<file path="config.mk">
export PLATFORM = sky130hd
export DESIGN_NAME = uart_modem_ctl
export DESIGN_NICKNAME = d
export VERILOG_FILES = /design/src/rtl/uart_modem_ctl.sv
export SDC_FILE = /design/constraint.sdc
export NUM_CORES = 1
export LEC_CHECK = 0
export BUFFER_PORTS_ARGS = -buffer_cell sky130_fd_sc_hd__buf_2
export CAP_MARGIN = 30
export CORE_AREA = 2 2 39 41
export CTS_CLUSTER_SIZE = 28
export DETAILED_ROUTE_END_ITERATION = 8
export DIE_AREA = 0 0 41 43
export PLACE_DENSITY = 0.65
export SYNTH_ARGS = -nofsm -noshare
export SYNTH_HDL_FRONTEND = slang
export SYNTH_SLANG_ARGS = --single-unit
</file>
<file path="constraint.sdc">
create_clock -name clk -period 1.5 [get_ports clk]
set_clock_uncertainty 0.1 [all_clocks]
set_input_delay 0.075 -clock clk [delete_from_list [all_inputs] [get_ports clk]]
set_output_delay 0.075 -clock clk [all_outputs]
set_load 0.01 [all_outputs]
</file>
<file path="src/rtl/uart_modem_ctl.sv">
module uart_modem_ctl #(
  parameter int DATA_W = 8,
  parameter int USED_W = 5
) (
  input  logic              clk,
  input  logic              rst_n,
  input  logic              wr_en,
  input  logic [DATA_W-1:0] wr_data,
  output logic [DATA_W-1:0] rd_data,
  input  logic              auto_flow_en,
  input  logic              flow_rts_req,
  output logic              dtr_n_o,
  output logic              rts_n_o,
  output logic              op2_n_o,
  output logic              irq_oe,
  output logic              loop_en,
  output logic              lb_dsr,
  output logic              lb_cts,
  output logic              lb_ri,
  output logic              lb_cd
);

  localparam int PAD_W = DATA_W - USED_W;

  logic [USED_W-1:0] ctl_q;

  always_ff @(posedge clk or negedge rst_n) begin
    if (!rst_n)     ctl_q <= '0;
    else if (wr_en) ctl_q <= wr_data[USED_W-1:0];
  end

  logic dtr_on, rts_on, ri_on, op2_on;
  assign dtr_on  = ctl_q[0];
  assign rts_on  = ctl_q[1];
  assign ri_on   = ctl_q[2];
  assign op2_on  = ctl_q[3];
  assign loop_en = ctl_q[4];

  logic rts_drive;
  assign rts_drive = auto_flow_en ? flow_rts_req : rts_on;

  assign dtr_n_o = loop_en | ~dtr_on;
  assign rts_n_o = loop_en | ~rts_drive;
  assign op2_n_o = loop_en | ~op2_on;
  assign irq_oe  = op2_on;

  assign lb_dsr = loop_en & dtr_on;
  assign lb_cts = loop_en & rts_on;
  assign lb_ri  = loop_en & ri_on;
  assign lb_cd  = loop_en & op2_on;

  assign rd_data = {{PAD_W{1'b0}}, ctl_q};

  assert_dtr_write_R2: assert property (@(posedge clk) disable iff (!rst_n)
    wr_en |=> dtr_n_o == !($past(wr_data[0]) && !$past(wr_data[4])));

  assert_irq_write_R5: assert property (@(posedge clk) disable iff (!rst_n)
    wr_en |=> irq_oe == $past(wr_data[3]));

  assert_pins_idle_loop_R6: assert property (@(posedge clk) disable iff (!rst_n)
    loop_en |-> (dtr_n_o && rts_n_o && op2_n_o));

  assert_lb_quiet_R7: assert property (@(posedge clk) disable iff (!rst_n)
    !loop_en |-> $countones({lb_dsr, lb_cts, lb_ri, lb_cd}) == 0);

  assert_reserved_zero_R8: assert property (@(posedge clk) disable iff (!rst_n)
    (wr_en && wr_data[DATA_W-1:USED_W] != '0) |=> rd_data[DATA_W-1:USED_W] == '0);

  assert_hold_R9: assert property (@(posedge clk) disable iff (!rst_n)
    !wr_en |=> $stable(rd_data) && $stable(irq_oe) && $stable(dtr_n_o));

  assert_flow_rts_R4: assert property (@(posedge clk) disable iff (!rst_n)
    (auto_flow_en && !loop_en) |-> rts_n_o == !flow_rts_req);

endmodule

</file>
* Word-level counts from Yosys, hierarchy flattened *
Cells that the tools add are included.

cells by class
  multiplexer cells = 1
  bitwise operators = 10

operators with widths
  kind              count
  1-bit AND         4
  1-bit NOT         3
  1-bit bitwise OR  3
  1-bit 2-to-1 mux  1

storage, ports and cells
  flip-flop bits (word level) = 5
  word-level logic and storage cells = 12

* Logic depth before layout (Yosys ltp) *
Gate-level depths: netlist of run 1.

  depth after elaboration = 3
  mapped depth = 2

* Worst setup path after synthesis of run 1 *
No wires, ideal clock.

  kind = reg2reg
  start = register, netlist name ctl_q[4]
  end = register ctl_q[4]
  setup time = 127 ps
  arrival time = 730 ps
  data required time = 1273 ps
  slack = 542 ps
  cell stages (with the launch flop) = 2
  path buffers = 0
  cells stage by stage = dfrtp_1 -> mux2_1

RTL lines
  what                  line  source
  end signal, assigned  29    else if (wr_en) ctl_q <= wr_data[USED_W-1:0];
  end, declared         25    logic [USED_W-1:0] ctl_q;

* Worst setup path in the final report of run 1 *
  start = register ctl_q[4]
  end = output port rts_n_o

between the ends
  word-level cells in the longest chain between the ends = 1

RTL lines
  what              line  source
  1-bit bitwise OR  43    assign rts_n_o = loop_en | ~rts_drive;
  end, declared     13    output logic rts_n_o,

No other way between the ends.

==> results.ini, run 1 <==
[detailed_routing]
via_count = 259
drtPass1Iterations = 1
routed_wirelength_um = 576
drcViolationCount = 0
via_per_inst = 3.70
drt_iter0_drc = 0
ant_nets = 0
wl_per_cell_um = 8.23

[final_layout]
antenna_cells = 0
final_cells = 70
fin_area_um2 = 468
nFillCells = 148
largest_reg_flops = 5
regMostFlops = ctl_q
layout-drive-gt1-share_pct = 48.1
nets = 68
final_util_pct = 33.8
area_growth_pct = 69.2
largestRegisters = ctl_q: 5 flops

[grt]
grt_util_all_layers_pct = 6.87
grt_max_degree = 11
antenna_found_initial = 0
first_global_vias = 187
grt_pass1_wl_um = 786
grt_overflow = 0

[power_and_ir_drop]
p_leak_nw = 0.243
share_comb_of_total_power_pct = 26.5
power_density_nw_per_um2 = 908
power_switching_w = 0.000114
swShare_pct = 26.8
vdd_drop_max_mv = 0.548
intPower_w = 0.000311
p_total_w = 0.000425
power.share.sequential_pct = 38.4
clockPowerShare_pct = 35.1

[timing]
final_max_slew_viol_count = 0
setup_viol = 0
finalCritPeriodShare_pct = 82.7
setup_tns_ns = 0
clock.fmax_mhz = 806
finalHoldViolCount = 0
finalCriticalPeriod_ns = 1.24
rsz0062_at_grt = no

[floorplanning]
die_height_um = 43
initial_core_util_pct = 20.0
core_um2 = 1380
die-area_um2 = 1760
die_w_um = 41
ios = 30
num_rows = 14

[placement]
dp_cells = 60
gp_congestion = 0.621
port_buffers = 23
placed_area_um2 = 382

[logic_synthesis]
synth_cell_types = 8
synth.ff_latch_count = 5
synth_warnings = 0
syn_area_per_cell_um2 = 11.5
synth_area_um2 = 277
yosysSeqAreaShare_pct = 45.2
synthesis.instances = 24

[setup_path]
worst_ep_arrival_time_ns = 1.07
critical_path.max_stage_delay_ns = 0.45
path_delay_family = flip-flops
path_max_fanout = 10
worst_setup_path_end_kind = output port
required_ns = 1.32
slowest_stage = dfrtp_1
crit_buf_inv = 1
path_cells = or2_1 > buf_2
cp-start-kind = register
critPathKind = register to output port

[clock_tree]
cts_made_buffers = 3
clk_pin_slew_ns = 0.04
clockBufferDepth = 2
clock-root-buffer = clkbuf_4
ctsResizeCount = 0
cts.sinks = 5
clock_latency_ns = 0.23
cts_tree = built
htreeDepth = 1

[hold_path]
hp-class = primary input to register

[run_status]
run_status = finished clean

[flow_run]
drv_cap = 0

-- logic make-up (layout without fill, tap and decap cells) --
family,count (synthesis),count (layout),share of synthesized area [%]
other cells,1,3,1.36
flops,5,5,45.2
mux,6,6,24.0
buf+inv,5,33,13.6
simple gates,7,7,15.8
-- final timing paths --
path / start / end / slack, ns / cells past startpoint
worst min register to register: ctl_q[2] / ctl_q[2] / 0.40 / 1
max in group asynchronous: rst_n / ctl_q[2] / 1.09 / 2
worst min-delay path: wr_en / ctl_q[2] / 0.07 / 2
worst max-delay path: ctl_q[4] / rts_n_o / 0.26 / 2
min in group asynchronous: rst_n / ctl_q[1] / 0.08 / 2
worst max register to register: ctl_q[4] / ctl_q[4] / 0.52 / 1
-- final cells by class --
type	instances	area, um2	share of cell area (%)
Clock buffer	4	26.3	5.61
Multi-Input combinational cell	16	121	25.9
Sequential cell	5	125	26.7
Tap cell	16	20.0	4.28
Timing Repair Buffer	29	175	37.4
-- layout by cell type, fill, tap and decap left out --
master          n
buf_2          23
dlygate4sd3_1   6
mux2_1          5
dfrtp_1         5
and2_1          4
conb_1          3
clkbuf_4        3
nand2b_1        2
mux2i_1         1
or2_1           1
clkbuf_1        1
-- repair_timing --
action	in CTS	in global routing
endpoints found under the setup margin	0	0
hold buffers	6	0
buffers inserted	0	0
hold endpoints to repair	10	0
-- Yosys cell counts --
library cell	instances	area (um2)
mux2_1	5	56.3
conb_1	1	3.75
nand2b_1	2	12.5
mux2i_1	1	10.0
buf_4	5	37.5
and2_1	4	25.0
or2_1	1	6.26
dfrtp_1	5	125
-- power groups by stage --
stage	sequential [W]	combinational (W)	clock (W)
3_3_place_gp	0.000165	0.000101	0
3_5_place_dp	0.000166	0.000103	0
5_1_grt	0.000166	0.000126	0.000169
6_report	0.000163	0.000113	0.000149
4_1_cts	0.000164	0.000115	0.000159
2_1_floorplan	0.000170	0.0000558	0
-- stage by stage --
stage	setup slack [ns]	hold slack [ns]
CTS	0.234	0.0703
floorplan	0.542	-0.321
global route	0.187	0.0750
finish	0.259	0.0671
global placement	0.502	-0.206
detailed placement	0.494	-0.205
-- metal layers --
metal	track usage, %	vias to the layer above	share of wire [%]
met2	10.3	16	47
met1	7.54	114	41
met3	6.28	0	12
met4	0	0	0
met5	0	-	0
li1	-	129	-
(Power assumes the default switching activity.)
==> run 2, diff against run 1 <==
--- a/config.mk
+++ b/config.mk
@@ -11,7 +11,7 @@
 export CTS_CLUSTER_SIZE = 28
 export DETAILED_ROUTE_END_ITERATION = 8
 export DIE_AREA = 0 0 41 43
-export PLACE_DENSITY = 0.65
+export PLACE_DENSITY = 0.67
 export SYNTH_ARGS = -nofsm -noshare
 export SYNTH_HDL_FRONTEND = slang
 export SYNTH_SLANG_ARGS = --single-unit
==> constraint.sdc (replaced) <==
create_clock -name clk -period 1.1 [get_ports clk]
set_clock_uncertainty 0.1 [all_clocks]
set_input_delay 0.055 -clock clk [delete_from_list [all_inputs] [get_ports clk]]
set_output_delay 0.055 -clock clk [all_outputs]
set_load 0.01 [all_outputs]
==> results.ini, run 2 (synthesis gave the netlist of run 1 again) <==
[clock_tree]
clock_latency_ns = 0.24  ; about the same
cts_tree = built
clk_pin_slew_ns = 0.04  ; about the same
htreeDepth = 1  ; unchanged
clock-root-buffer = clkbuf_4
cts.sinks = 5  ; unchanged
clockBufferDepth = 2  ; unchanged
cts_made_buffers = 3  ; unchanged

[floorplanning]
die-area_um2 = 1760  ; unchanged
die_w_um = 41  ; unchanged
core_um2 = 1380  ; unchanged
die_height_um = 43  ; unchanged
num_rows = 14  ; unchanged
initial_core_util_pct = 20.0  ; unchanged
ios = 30  ; unchanged

[grt]
first_global_vias = 232  ; +24%
grt_pass1_wl_um = 897  ; +14%
grt_util_all_layers_pct = 7.99  ; +1.1 points
grt_overflow = 0  ; unchanged
grt_max_degree = 11  ; unchanged
antenna_found_initial = 0  ; unchanged

[final_layout]
area_growth_pct = 102
antenna_cells = 0  ; unchanged
regMostFlops = ctl_q
nFillCells = 153  ; +3.4%
final_common_cell = buf_2
fin_area_um2 = 559  ; +20%
nets = 71  ; +4.4%
layout_common_cells = buf_2 (17), buf_6 (8), dlygate4sd3_1 (6)
final_cells = 73  ; +4.3%
largest_reg_flops = 5  ; unchanged
layout-drive-gt1-share_pct = 61.4  ; +13 points
largestRegisters = ctl_q: 5 flops

[timing]
final_max_slew_viol_count = 0  ; unchanged
finalCriticalPeriod_ns = 1.21
worst_slack_ns = -0.107  ; -0.366 ns
finalHoldViolCount = 0  ; unchanged
clock.fmax_mhz = 829
rsz0062_at_grt = yes
hold_slack_ns = 0.0376  ; -0.0295 ns
finalCritPeriodShare_pct = 110
setup_viol = 6  ; +6

[setup_path]
crit_end = lb_ri
worst_ep_arrival_time_ns = 1.05  ; -0.02 ns
worst_setup_path_end_kind = output port
critPathKind = register to output port
path_delay_family = flip-flops
path_depth = 3  ; +1
crit_start = ctl_q[4]
crit_buf_inv = 2  ; +1
ff2ff_path_depth = 2  ; +1
slowest_stage = dfrtp_2
cp-start-kind = register
path_cells = buf_6 > and2_4 > buf_6
worstReg2RegEnd = ctl_q[4]
rr_startpoint = ctl_q[4]
rrSetupSlack_ns = 0.03  ; -0.49 ns
cp_common_cell = buf_6
path_max_fanout = 5  ; -5
required_ns = 0.94  ; -0.38 ns
critical_path.max_stage_delay_ns = 0.43  ; -0.02 ns

[detailed_routing]
drcViolationCount = 0  ; unchanged
ant_nets = 0  ; unchanged
via_count = 282  ; +8.9%
drtPass1Iterations = 2  ; +1
routed_wirelength_um = 706  ; +23%
wl_per_cell_um = 9.67  ; +18%
via_per_inst = 3.86  ; +4.4%
drt_iter0_drc = 1  ; +1

[power_and_ir_drop]
vdd_drop_max_mv = 0.499  ; -8.8%
power_density_nw_per_um2 = 1190  ; +31%
p_leak_nw = 0.288  ; +18%

[run_status]
run_status = complete, but fails checks
violations = setup timing

[hold_path]
min_from = wr_en
hp-class = primary input to register

[placement]
dp_cells = 60  ; unchanged
pre_cts_ws_ns = 0.120  ; -0.374 ns
gp_congestion = 0.596  ; -4.0%
port_buffers = 23  ; unchanged
placed_area_um2 = 382  ; unchanged

[flow_run]
drv_cap = 0  ; unchanged

==> run 2: worst reg2reg max path, stage by stage (launching register included) <==
cell and delay [ns]:
dfrtp_2 0.43, buf_6 0.14, mux2_1 0.27
==> run 2: metrics by stage <==
| stage | utilization, % | power (W) | TNS, ns |
|---|---|---|---|
| after global placement | 27.6 | 0.000362 | 0 |
| after CTS | 33.9 | 0.000599 | -0.264 |
| after floorplan | - | 0.000307 | 0 |
| after global routing | 40.4 | 0.000716 | -0.880 |
| after detailed placement | 27.6 | 0.000366 | 0 |
| final | 40.4 | 0.000664 | -0.553 |
==> run 2: how the worst min path moves through the flow <==
stage | to | slack, ns | cells past startpoint
finish | ctl_q[3] | 0.04 | 2
global route | ctl_q[1] | 0.06 | 2
CTS | ctl_q[1] | 0.04 | 2
detailed placement | ctl_q[2] | -0.22 | 1
global placement | ctl_q[2] | -0.23 | 1
floorplan | ctl_q[0] | -0.34 | 0
==> run 2: cell type report <==
cell class	count	area, um2	area share, %
clock buffer	4	26.3	4.70
multi-input combinational	16	144	25.7
sequential	5	126	22.6
tap	16	20.0	3.58
timing repair buffer	32	243	43.4
==> run 2: layer usage <==
layer  up-vias  wire (um)  GRT usage [%]
met2        16        395           13.1
met1       130        252           7.24
met5         -          0              0
met4         0          0           6.00
met3         0         58           3.14
li1        136          -              -
==> run 2: where the power goes <==
| part | total, W | internal (W) | switching (W) |
|---|---|---|---|
| logic | 0.000230 | 0.000144 | 0.0000863 |
| clock network | 0.000208 | 0.000137 | 0.0000710 |
| registers | 0.000226 | 0.000204 | 0.0000222 |
| total | 0.000664 | 0.000484 | 0.000179 |
==> run 2: what timing repair did <==
item                                    in CTS  in global routing
resized for setup                            1                 15
hold buffers                                 6                  0
pin swaps                                    1                  1
hold endpoints to repair                    10                  0
setup buffers                                0                  3
endpoints found under the setup margin       7                  7
==> run 3, diff against run 2 <==
==> constraint.sdc (replaced) <==
create_clock -name clk -period 1.03 [get_ports clk]
set_clock_uncertainty 0.1 [all_clocks]
set_input_delay 0.0515 -clock clk [delete_from_list [all_inputs] [get_ports clk]]
set_output_delay 0.0515 -clock clk [all_outputs]
set_load 0.01 [all_outputs]
==> results.ini, run 3 (synthesis gave the netlist of run 1 again) <==
[setup_path]
rrSetupSlack_ns = -0.02  ; -0.05 ns
worst_ep_arrival_time_ns = 1.05  ; about the same
ff2ff_path_depth = 2  ; unchanged
required_ns = 0.88  ; -0.06 ns
worst_setup_path_end_kind = output port
critPathKind = register to output port
worstReg2RegEnd = ctl_q[4]
cp-start-kind = register
rr_startpoint = ctl_q[4]
path_max_fanout = 5  ; unchanged

[final_layout]
antenna_cells = 0  ; unchanged
largest_reg_flops = 5  ; unchanged
seq_area_um2 = 128  ; +0.99%
fin_area_um2 = 564  ; +0.89%
final_common_cell = buf_2
largestRegisters = ctl_q: 5 flops
layout-drive-gt1-share_pct = 64.9  ; +3.5 points
nFillCells = 152  ; -0.65%
layout_common_cells = buf_2 (17), buf_6 (8), dlygate4sd3_1 (6)
nets = 71  ; unchanged
regMostFlops = ctl_q
multi_input_area_um2 = 148  ; +2.6%
area_growth_pct = 104

[flow_run]
drv_cap = 0  ; unchanged

[grt]
first_global_vias = 232  ; unchanged
grt_pass1_wl_um = 897  ; unchanged
antenna_found_initial = 0  ; unchanged
grt_overflow = 0  ; unchanged
use_met2_pct = 13.1  ; unchanged
grt_max_degree = 11  ; unchanged
busiest_layer = met2
use_met1_pct = 7.24  ; unchanged
use_met3_pct = 3.14  ; unchanged
grt_util_all_layers_pct = 7.99  ; unchanged

[detailed_routing]
drtPass1Iterations = 2  ; unchanged
wl_per_cell_um = 9.41  ; -2.7%
via_count = 284  ; +0.71%
drcViolationCount = 0  ; unchanged
ant_nets = 0  ; unchanged
drt_iter0_drc = 2  ; +1
routed_wirelength_um = 687  ; -2.7%
via_per_inst = 3.89  ; +0.71%

[hold_path]
hp-class = primary input to register
min_path_cells = 2  ; unchanged
min_from = wr_en
hold_end = ctl_q[3]

[floorplanning]
ios = 30  ; unchanged
initial_core_util_pct = 20.0  ; unchanged
num_rows = 14  ; unchanged
core_um2 = 1380  ; unchanged
die_height_um = 43  ; unchanged
die_w_um = 41  ; unchanged
die-area_um2 = 1760  ; unchanged

[power_and_ir_drop]
p_total_w = 0.000713  ; +7.4%
power_density_nw_per_um2 = 1260  ; +6.4%
vdd_drop_max_mv = 0.536  ; +7.4%
p_leak_nw = 0.291  ; +1.1%

[run_status]
violations = setup timing
run_status = complete, but fails checks

[timing]
setup_viol = 11  ; +5
final_max_slew_viol_count = 0  ; unchanged
finalCritPeriodShare_pct = 117
finalHoldViolCount = 0  ; unchanged
worst_slack_ns = -0.171  ; -0.0644 ns
clock.fmax_mhz = 832
rsz0062_at_grt = yes
finalCriticalPeriod_ns = 1.20

[clock_tree]
clk_pin_slew_ns = 0.04  ; about the same
clockBufferDepth = 2  ; unchanged
cts.sinks = 5  ; unchanged
clock_latency_ns = 0.24  ; about the same
cts_tree = built
cts_made_buffers = 3  ; unchanged
clock-root-buffer = clkbuf_4
htreeDepth = 1  ; unchanged

[placement]
port_buffers = 23  ; unchanged
placed_area_um2 = 382  ; unchanged
gp_congestion = 0.596  ; unchanged

## run 3: cell count changes in the layout (fill, tap and decap cells not counted)
cell	before	now
mux2_1	5	4
dfrtp_1	4	3
mux2_4	0	1
dfrtp_2	1	2
## run 3: worst max-delay path, stage by stage, from the launching register on
cell     delay, ns
dfrtp_2       0.43
buf_6         0.14
and2_4        0.13
buf_6         0.11
## run 3: layer usage
layer | share of wire [%] | up-vias
met5 | 0 | -
met1 | 37 | 131
met2 | 54 | 16
met4 | 0 | 0
li1 | - | 137
met3 | 8.3 | 0
## run 3: where the power goes
group	total (W)	leakage, nW	switching [W]	internal (W)
Clock	0.000222	0.0150	0.0000758	0.000146
Combinational	0.000249	0.220	0.0000921	0.000157
Sequential	0.000242	0.0565	0.0000235	0.000219
## run 3: final cells by class
class	count	share of cell area, %
Timing Repair Buffer	32	43.0
Multi-Input combinational cell	16	26.2
Sequential cell	5	22.6
Clock buffer	4	4.66
Tap cell	16	3.55
## run 3: worst max-delay path by stage
| stage | startpoint | endpoint | slack (ns) | depth (start not counted) |
|---|---|---|---|---|
| floorplan | ctl_q[4] | ctl_q[4] | 0.07 | 1 |
| detailed placement | ctl_q[4] | ctl_q[4] | 0.05 | 1 |
| CTS | ctl_q[4] | rts_n_o | -0.16 | 2 |
| global route | ctl_q[4] | lb_dsr | -0.21 | 3 |
| finish | ctl_q[4] | lb_ri | -0.17 | 3 |
| global placement | ctl_q[4] | rts_n_o | 0.07 | 2 |
## run 3: timing repair
| action | CTS | global route |
|---|---|---|
| gates resized for setup | 1 | 18 |
| setup endpoints to repair | 9 | 9 |
| buffers inserted | 0 | 3 |
| hold buffers | 6 | 0 |
| endpoints found under the hold margin | 10 | 0 |
| pin swaps | 1 | 1 |
## run 3: through the flow
stage / TNS, ns / setup slack, ns / hold slack [ns] / utilization (%) / instances
finish: -1.12 / -0.171 / 0.0463 / 40.8 / 73
floorplan: 0 / 0.0721 / -0.344 / - / 26
global placement: 0 / 0.0651 / -0.229 / 27.6 / 60
detailed placement: 0 / 0.0499 / -0.225 / 27.6 / 60
CTS: -0.729 / -0.162 / 0.0338 / 33.9 / 70
global route: -1.56 / -0.207 / 0.0560 / 40.8 / 73
